File: src/rtl/card_clk_pkg.sv
package card_clk_pkg;
  localparam logic [1:0] CMD_STOP      = 2'b01;
  localparam int         CMD_START_BIT = 1;

  typedef struct packed {
    logic run;     // gate open
    logic reload;  // restart divider phase
  } gate_ctl_t;
endpackage

File: src/rtl/card_clk_ctrl.sv
module card_clk_ctrl
  import card_clk_pkg::*;
#(
  parameter int RATE_W = 3
) (
  input  logic              clk,
  input  logic              rstN,
  input  logic              rateWrite,
  input  logic [RATE_W-1:0] rateCode,
  input  logic              ctlWrite,
  input  logic [1:0]        ctlCmd,
  input  logic              tick,
  output gate_ctl_t         gate,
  output logic [RATE_W-1:0] activeCode,
  output logic              clkRunning,
  output logic              clkOffEvt
);
  logic [RATE_W-1:0] pendCode;
  logic [RATE_W-1:0] nextCode;
  logic              running;
  logic              stopPend;
  logic              startReq;
  logic              stopReq;

  assign startReq = ctlWrite && ctlCmd[CMD_START_BIT];
  assign stopReq  = ctlWrite && (ctlCmd == CMD_STOP);
  assign nextCode = rateWrite ? rateCode : pendCode;

  always_ff @(posedge clk) begin
    if (!rstN) begin
      pendCode   <= '0;
      activeCode <= '0;
      running    <= 1'b0;
      stopPend   <= 1'b0;
      clkOffEvt  <= 1'b0;
    end else begin
      pendCode  <= nextCode;
      clkOffEvt <= 1'b0;
      if (startReq) begin
        running    <= 1'b1;
        stopPend   <= 1'b0;
        activeCode <= nextCode;
      end else if (running && stopPend && tick) begin
        running   <= 1'b0;
        stopPend  <= 1'b0;
        clkOffEvt <= 1'b1;
      end else if (stopReq && running) begin
        stopPend <= 1'b1;
      end
    end
  end

  assign gate.run    = running;
  assign gate.reload = startReq;
  assign clkRunning  = running;
endmodule

File: src/rtl/card_clk_div.sv
module card_clk_div
  import card_clk_pkg::*;
#(
  parameter int RATE_W = 3
) (
  input  logic              clk,
  input  logic              rstN,
  input  gate_ctl_t         gate,
  input  logic [RATE_W-1:0] activeCode,
  input  logic              fastTick,
  output logic              tick
);
  localparam int FAST_CODE = (1 << RATE_W) - 1;
  localparam int CNT_W     = FAST_CODE - 1;

  logic [CNT_W-1:0] maskTab [FAST_CODE+1];
  logic [CNT_W-1:0] cnt;
  logic [CNT_W-1:0] curMask;
  logic             isFast;
  logic             wrap;

  for (genvar g = 0; g <= FAST_CODE; g++) begin : g_mask
    if (g == FAST_CODE) begin : g_fast
      assign maskTab[g] = '1;
    end else begin : g_div
      assign maskTab[g] = CNT_W'((64'd1 << g) - 64'd1);
    end
  end

  assign curMask = maskTab[activeCode];
  assign isFast  = (activeCode == RATE_W'(FAST_CODE));
  assign wrap    = (cnt == curMask);

  always_ff @(posedge clk) begin
    if (!rstN || gate.reload) begin
      cnt <= '0;
    end else if (gate.run) begin
      cnt <= wrap ? '0 : cnt + 1'b1;
    end
  end

  assign tick = gate.run && (isFast ? fastTick : wrap);
endmodule

File: src/rtl/card_clk_gen.sv
module card_clk_gen
  import card_clk_pkg::*;
#(
  parameter int RATE_W = 3
) (
  input  logic              clk,
  input  logic              rstN,
  input  logic              rateWrite,
  input  logic [RATE_W-1:0] rateCode,
  input  logic              ctlWrite,
  input  logic [1:0]        ctlCmd,
  input  logic              fastTick,
  output logic              cardEn,
  output logic              clkRunning,
  output logic              clkOffEvt
);
  gate_ctl_t         gate;
  logic [RATE_W-1:0] activeCode;
  logic              tick;

  card_clk_ctrl #(.RATE_W(RATE_W)) u_ctrl (
    .clk(clk), .rstN(rstN), .rateWrite(rateWrite), .rateCode(rateCode),
    .ctlWrite(ctlWrite), .ctlCmd(ctlCmd), .tick(tick), .gate(gate),
    .activeCode(activeCode), .clkRunning(clkRunning), .clkOffEvt(clkOffEvt)
  );

  card_clk_div #(.RATE_W(RATE_W)) u_div (
    .clk(clk), .rstN(rstN), .gate(gate), .activeCode(activeCode),
    .fastTick(fastTick), .tick(tick)
  );

  assign cardEn = tick;
endmodule

File: config.mk
export PLATFORM = sky130hd
export DESIGN_NAME = card_clk_gen
export DESIGN_NICKNAME = d
export VERILOG_FILES = /design/src/rtl/card_clk_pkg.sv /design/src/rtl/card_clk_ctrl.sv /design/src/rtl/card_clk_div.sv /design/src/rtl/card_clk_gen.sv
export SDC_FILE = /design/constraint.sdc
export NUM_CORES = 1
export LEC_CHECK = 0
export BUFFER_PORTS_ARGS = -buffer_cell sky130_fd_sc_hd__buf_2
export CORE_MARGIN = 3
export CORE_UTILIZATION = 48
export DETAILED_ROUTE_END_ITERATION = 12
export PLACE_DENSITY_LB_ADDON = 0.05
export SLEW_MARGIN = 10
export SYNTH_ARGS = -nofsm -noshare
export SYNTH_HDL_FRONTEND = slang
export SYNTH_SLANG_ARGS = --single-unit
File: constraint.sdc
create_clock -name clk -period 1.82 [get_ports clk]
set_input_delay 0.182 -clock clk [delete_from_list [all_inputs] [get_ports clk]]
set_output_delay 0.182 -clock clk [all_outputs]
set_load 0.1 [all_outputs]
==> results.txt <==
The CTS tree is built. In the synthesized netlist the dominant register cell turns out to be dfxtp_1. The first global-routing pass estimated 2939 um of wire. Cells with a size suffix above 1 make up 33.94% of the layout. The maximum number of pins on one net before global-route repair came out at 14. The capture point of the critical path is cardEn. The kind of critical path is flop to output pin. After detailed routing, the number of remaining DRC violations is 0. The number of standard cells after synthesis is 88. The worst path arrival time came out at 1.88 ns.

The hold buffer count at cts is 0. The flow ran to the end, but the final reports show violations. Routability-driven placement finished with a final weighted congestion of 0.8052. The worst register-to-register path ends at u_div.cnt[2]. The logic depth of the worst setup path including buffers came out at 5.

The final reports fail on setup timing. CTS built an H-tree with a depth of 1. The number of synthesis warnings came out at 0. Summed over all nets, the half-perimeter wirelength after detailed placement is 1345 um. Along the worst path, the maximum fanout reaches 2.

The upper clock frequency limit came out at 486.0 MHz. Among cell families on the critical path, the largest total delay comes from simple AND/OR/NAND/NOR gates. The summed area of non-filler cells in the final layout came out at 992.2 um^2. The share of total power dissipated in the clock network is 26.6%. The signal on the critical path passes through or4_4, a32o_2, o22ai_2, and2_4, buf_12. Setup repair after global routing could not meet its margin everywhere. The worst setup path is captured at an output pin.

Each instance of the synthesized netlist takes up on average 9.512 um^2. Yosys instantiated no cell more often than dfxtp_1. The post-place instance area is 947.2 um^2. The initial antenna violation count came out at 0. The async set-or-reset flop fraction in the synthesized netlist is 0%.

The count of state elements after synthesis came out at 15. In the post-synthesis netlist, the biggest area contributors are dfxtp_1, mux2i_1, xor2_1, buf_6, nor3_1. In this run, CTS created clock tree buffers numbering 3. For this configuration, the core starts out at a cell density of 53.10%. The count of boundary I/O pins came out at 13. The largest individual stage delay along the critical path comes from the cell or4_4. The number of detailed-route iterations in the first pass came out at 4. The via count of the first global-routing pass was 669. The synthesized netlist net count came out at 99. The startpoint kind of the worst setup timing path is a flop.

Row generation in the floorplan step produced 14 rows. The maximum clock skew at final layout came out at 0.001714 ns. STA puts the critical path data required time at 1.64 ns. The final count of negative-setup-slack endpoints came out at 2. The iteration-0 DRC count of the detailed router came out at 15. The region available for standard cell placement spans 1577 um^2. The internal power of the cells came out at 512.1 uW. The final setup TNS came out at -0.2406 ns.

The number of hold-slack violations in the final timing report came to 0. The leakage component of the power is 0.4177 nW. The count of pins over their slew limit is 0. The worst pin sits at a relative slew slack of 67.96%.

The routed layout has 731 vias. Counting instances in the post-synthesis netlist gives the leading cell types as dfxtp_1, inv_1, nand2_1. The final global-route overflow total came out at 0. The delay of the slowest cell on the worst path is 0.52 ns.

The final non-filler cell total is 125. The cell count after placement came out at 120. The overall power of the completed layout is 736.4 uW. The remaining antenna violation count after routing came out at 0. Clock-pin slew was measured on the worst setup and hold paths at 0.09 ns. The die span in y is 47.76 um. The synthesis-to-layout area growth came out at 18.54%.

The flop-to-flop setup slack is 0 ns. The number of synthesized flops with an enable pin is 0. The antenna diode count came out at 0. Global routing consumed, over all layers together, 18.52% of the routing resources. The number of max-capacitance violations reported came out at 0. The portion of total power attributed to combinational logic is 25.2%. The area fraction of the dominant cell type after synthesis is 35.87%.

The largest buffer count on any clock path came out at 2. The transition time of the tightest slew-check pin is 0.4839 ns. Across all setup checks in the final design, the least slack found is -0.2376 ns.

IR analysis of the VDD net gives a maximum drop of 0.4175 mV. The sequential fraction of the synthesis area came out at 35.87%. The number of distinct library cells after synthesis is 34. The number of sinks on the clock net is 15. The mean routed wirelength per cell came out at 14.67 um. The final critical-path required period came out at 2.058 ns. The aggregate routed wire length came out at 1834 um. The largest total area in the synthesized netlist belongs to dfxtp_1. The worst setup slack after placement came out at 0.03431 ns.

The min-delay analysis places its worst path in the category primary input to flop. The number of port buffers came out at 12. The fraction of the cycle the final worst path needs is 113.1%.

The count of cells along the worst register-to-register path came out at 5. The width of the die came out at 47.76 um. Of the total power, registers draw 48.2%.

The latest clock arrival within the worst-skew pair came out at 0.28 ns. After detailed routing, the number of vias per cell comes to 5.848. In this run the critical register-to-register path is launched from u_ctrl.activeCode[2].

The count of buffering cells on the critical path with inverters included is 1. In this run the worst setup path begins at u_ctrl.activeCode[2]. The power density over the cells is 742.1 nW/um^2. The net switching share of the total power is 30.46%. The switching power is 224.3 uW. The net count of the finished layout is 121. The tightest hold path in the finished design has a slack of 0.1740 ns. The cell area after synthesis came out at 837.1 um^2. The die covers 2281 um^2. The core occupancy in the finished layout is 62.94%. The tree is rooted in a clkbuf_4.
## cells by family (layout without fill, tap and decap cells)
group,after synthesis,count (layout),share of synthesized area [%]
buffers and inverters,10,31,8.370
AO/OA/AOI/OAI,16,16,16.14
multiplexers,5,5,5.979
AND/OR/NAND/NOR,35,35,25.86
XOR/XNOR,6,6,6.278
adder cells (fa/ha/maj),1,1,1.495
flip-flops,15,15,35.87
## state kept, by name, indices dropped and copies added, names as in the netlist
register / count
u_ctrl.clkRunning: 1
u_ctrl.clkOffEvt: 1
u_ctrl.stopPend: 1
u_ctrl.pendCode: 3
u_div.cnt: 6
u_ctrl.activeCode: 3
## layout make-up
class / instances / area [um^2]
timing repair buffer: 21 / 142.6
clock buffer: 4 / 26.28
inverter: 6 / 22.52
multi-input combinational: 63 / 478.0
fill: 133 / 584.3
tap: 16 / 20.02
sequential: 15 / 302.8
## placed cells by master (no fill, tap or decap), types with 2 or more instances in the layout
| cell type | n |
|---|---|
| xnor2_1 | 2 |
| nor4_1 | 2 |
| nand2_1 | 6 |
| nor2b_1 | 3 |
| a31oi_1 | 3 |
| clkbuf_4 | 3 |
| inv_1 | 6 |
| dfxtp_2 | 2 |
| o22a_1 | 2 |
| o22a_2 | 2 |
| o211ai_1 | 2 |
| xor2_1 | 4 |
| nor2_1 | 3 |
| nand3_1 | 4 |
| mux2i_1 | 5 |
| nand4_1 | 2 |
| a211oi_1 | 2 |
| nor3_1 | 4 |
| buf_2 | 11 |
| buf_4 | 9 |
| dfxtp_1 | 13 |
## worst reg2reg max path, stage by stage, from the launching register on
cell and delay [ns]:
dfxtp_2 0.34, or4_4 0.52, a32o_2 0.28, buf_4 0.15
nor4_4 0.33, nor4_1 0.09
## worst min-delay path by stage
stage / cells past startpoint / slack [ns] / end / startpoint
after floorplan: 2 / 0.32 / u_ctrl.clkRunning / rstN
after global placement: 3 / 0.47 / u_ctrl.clkRunning / rstN
after detailed placement: 1 / 0.47 / u_ctrl.clkRunning / u_ctrl.stopPend
after CTS: 3 / 0.17 / u_ctrl.clkRunning / rstN
after global routing: 3 / 0.18 / u_ctrl.clkRunning / rstN
final: 3 / 0.17 / u_ctrl.clkRunning / rstN
## per-layer routing
metal | part of all wire, % | track usage [%]
met5 | 0 | 0
met4 | 0.93 | 8.065
met3 | 3.3 | 3.383
met2 | 48 | 28.50
met1 | 47 | 25.17
## timing repair
| item | in CTS | in global routing |
|---|---|---|
| endpoints found under the setup margin | 1 | 7 |
| resized for setup | 0 | 4 |
| pin swaps | 2 | 6 |
| buffers inserted | 1 | 1 |
## power groups by stage
| stage | combinational (mW) | clock [mW] | sequential [mW] |
|---|---|---|---|
| final | 0.186 | 0.196 | 0.355 |
| after CTS | 0.178 | 0.199 | 0.354 |
| after detailed placement | 0.172 | 0 | 0.361 |
| after global routing | 0.200 | 0.216 | 0.358 |
| after floorplan | 0.113 | 0 | 0.370 |
| after global placement | 0.170 | 0 | 0.361 |
(Power assumes the default switching activity.)
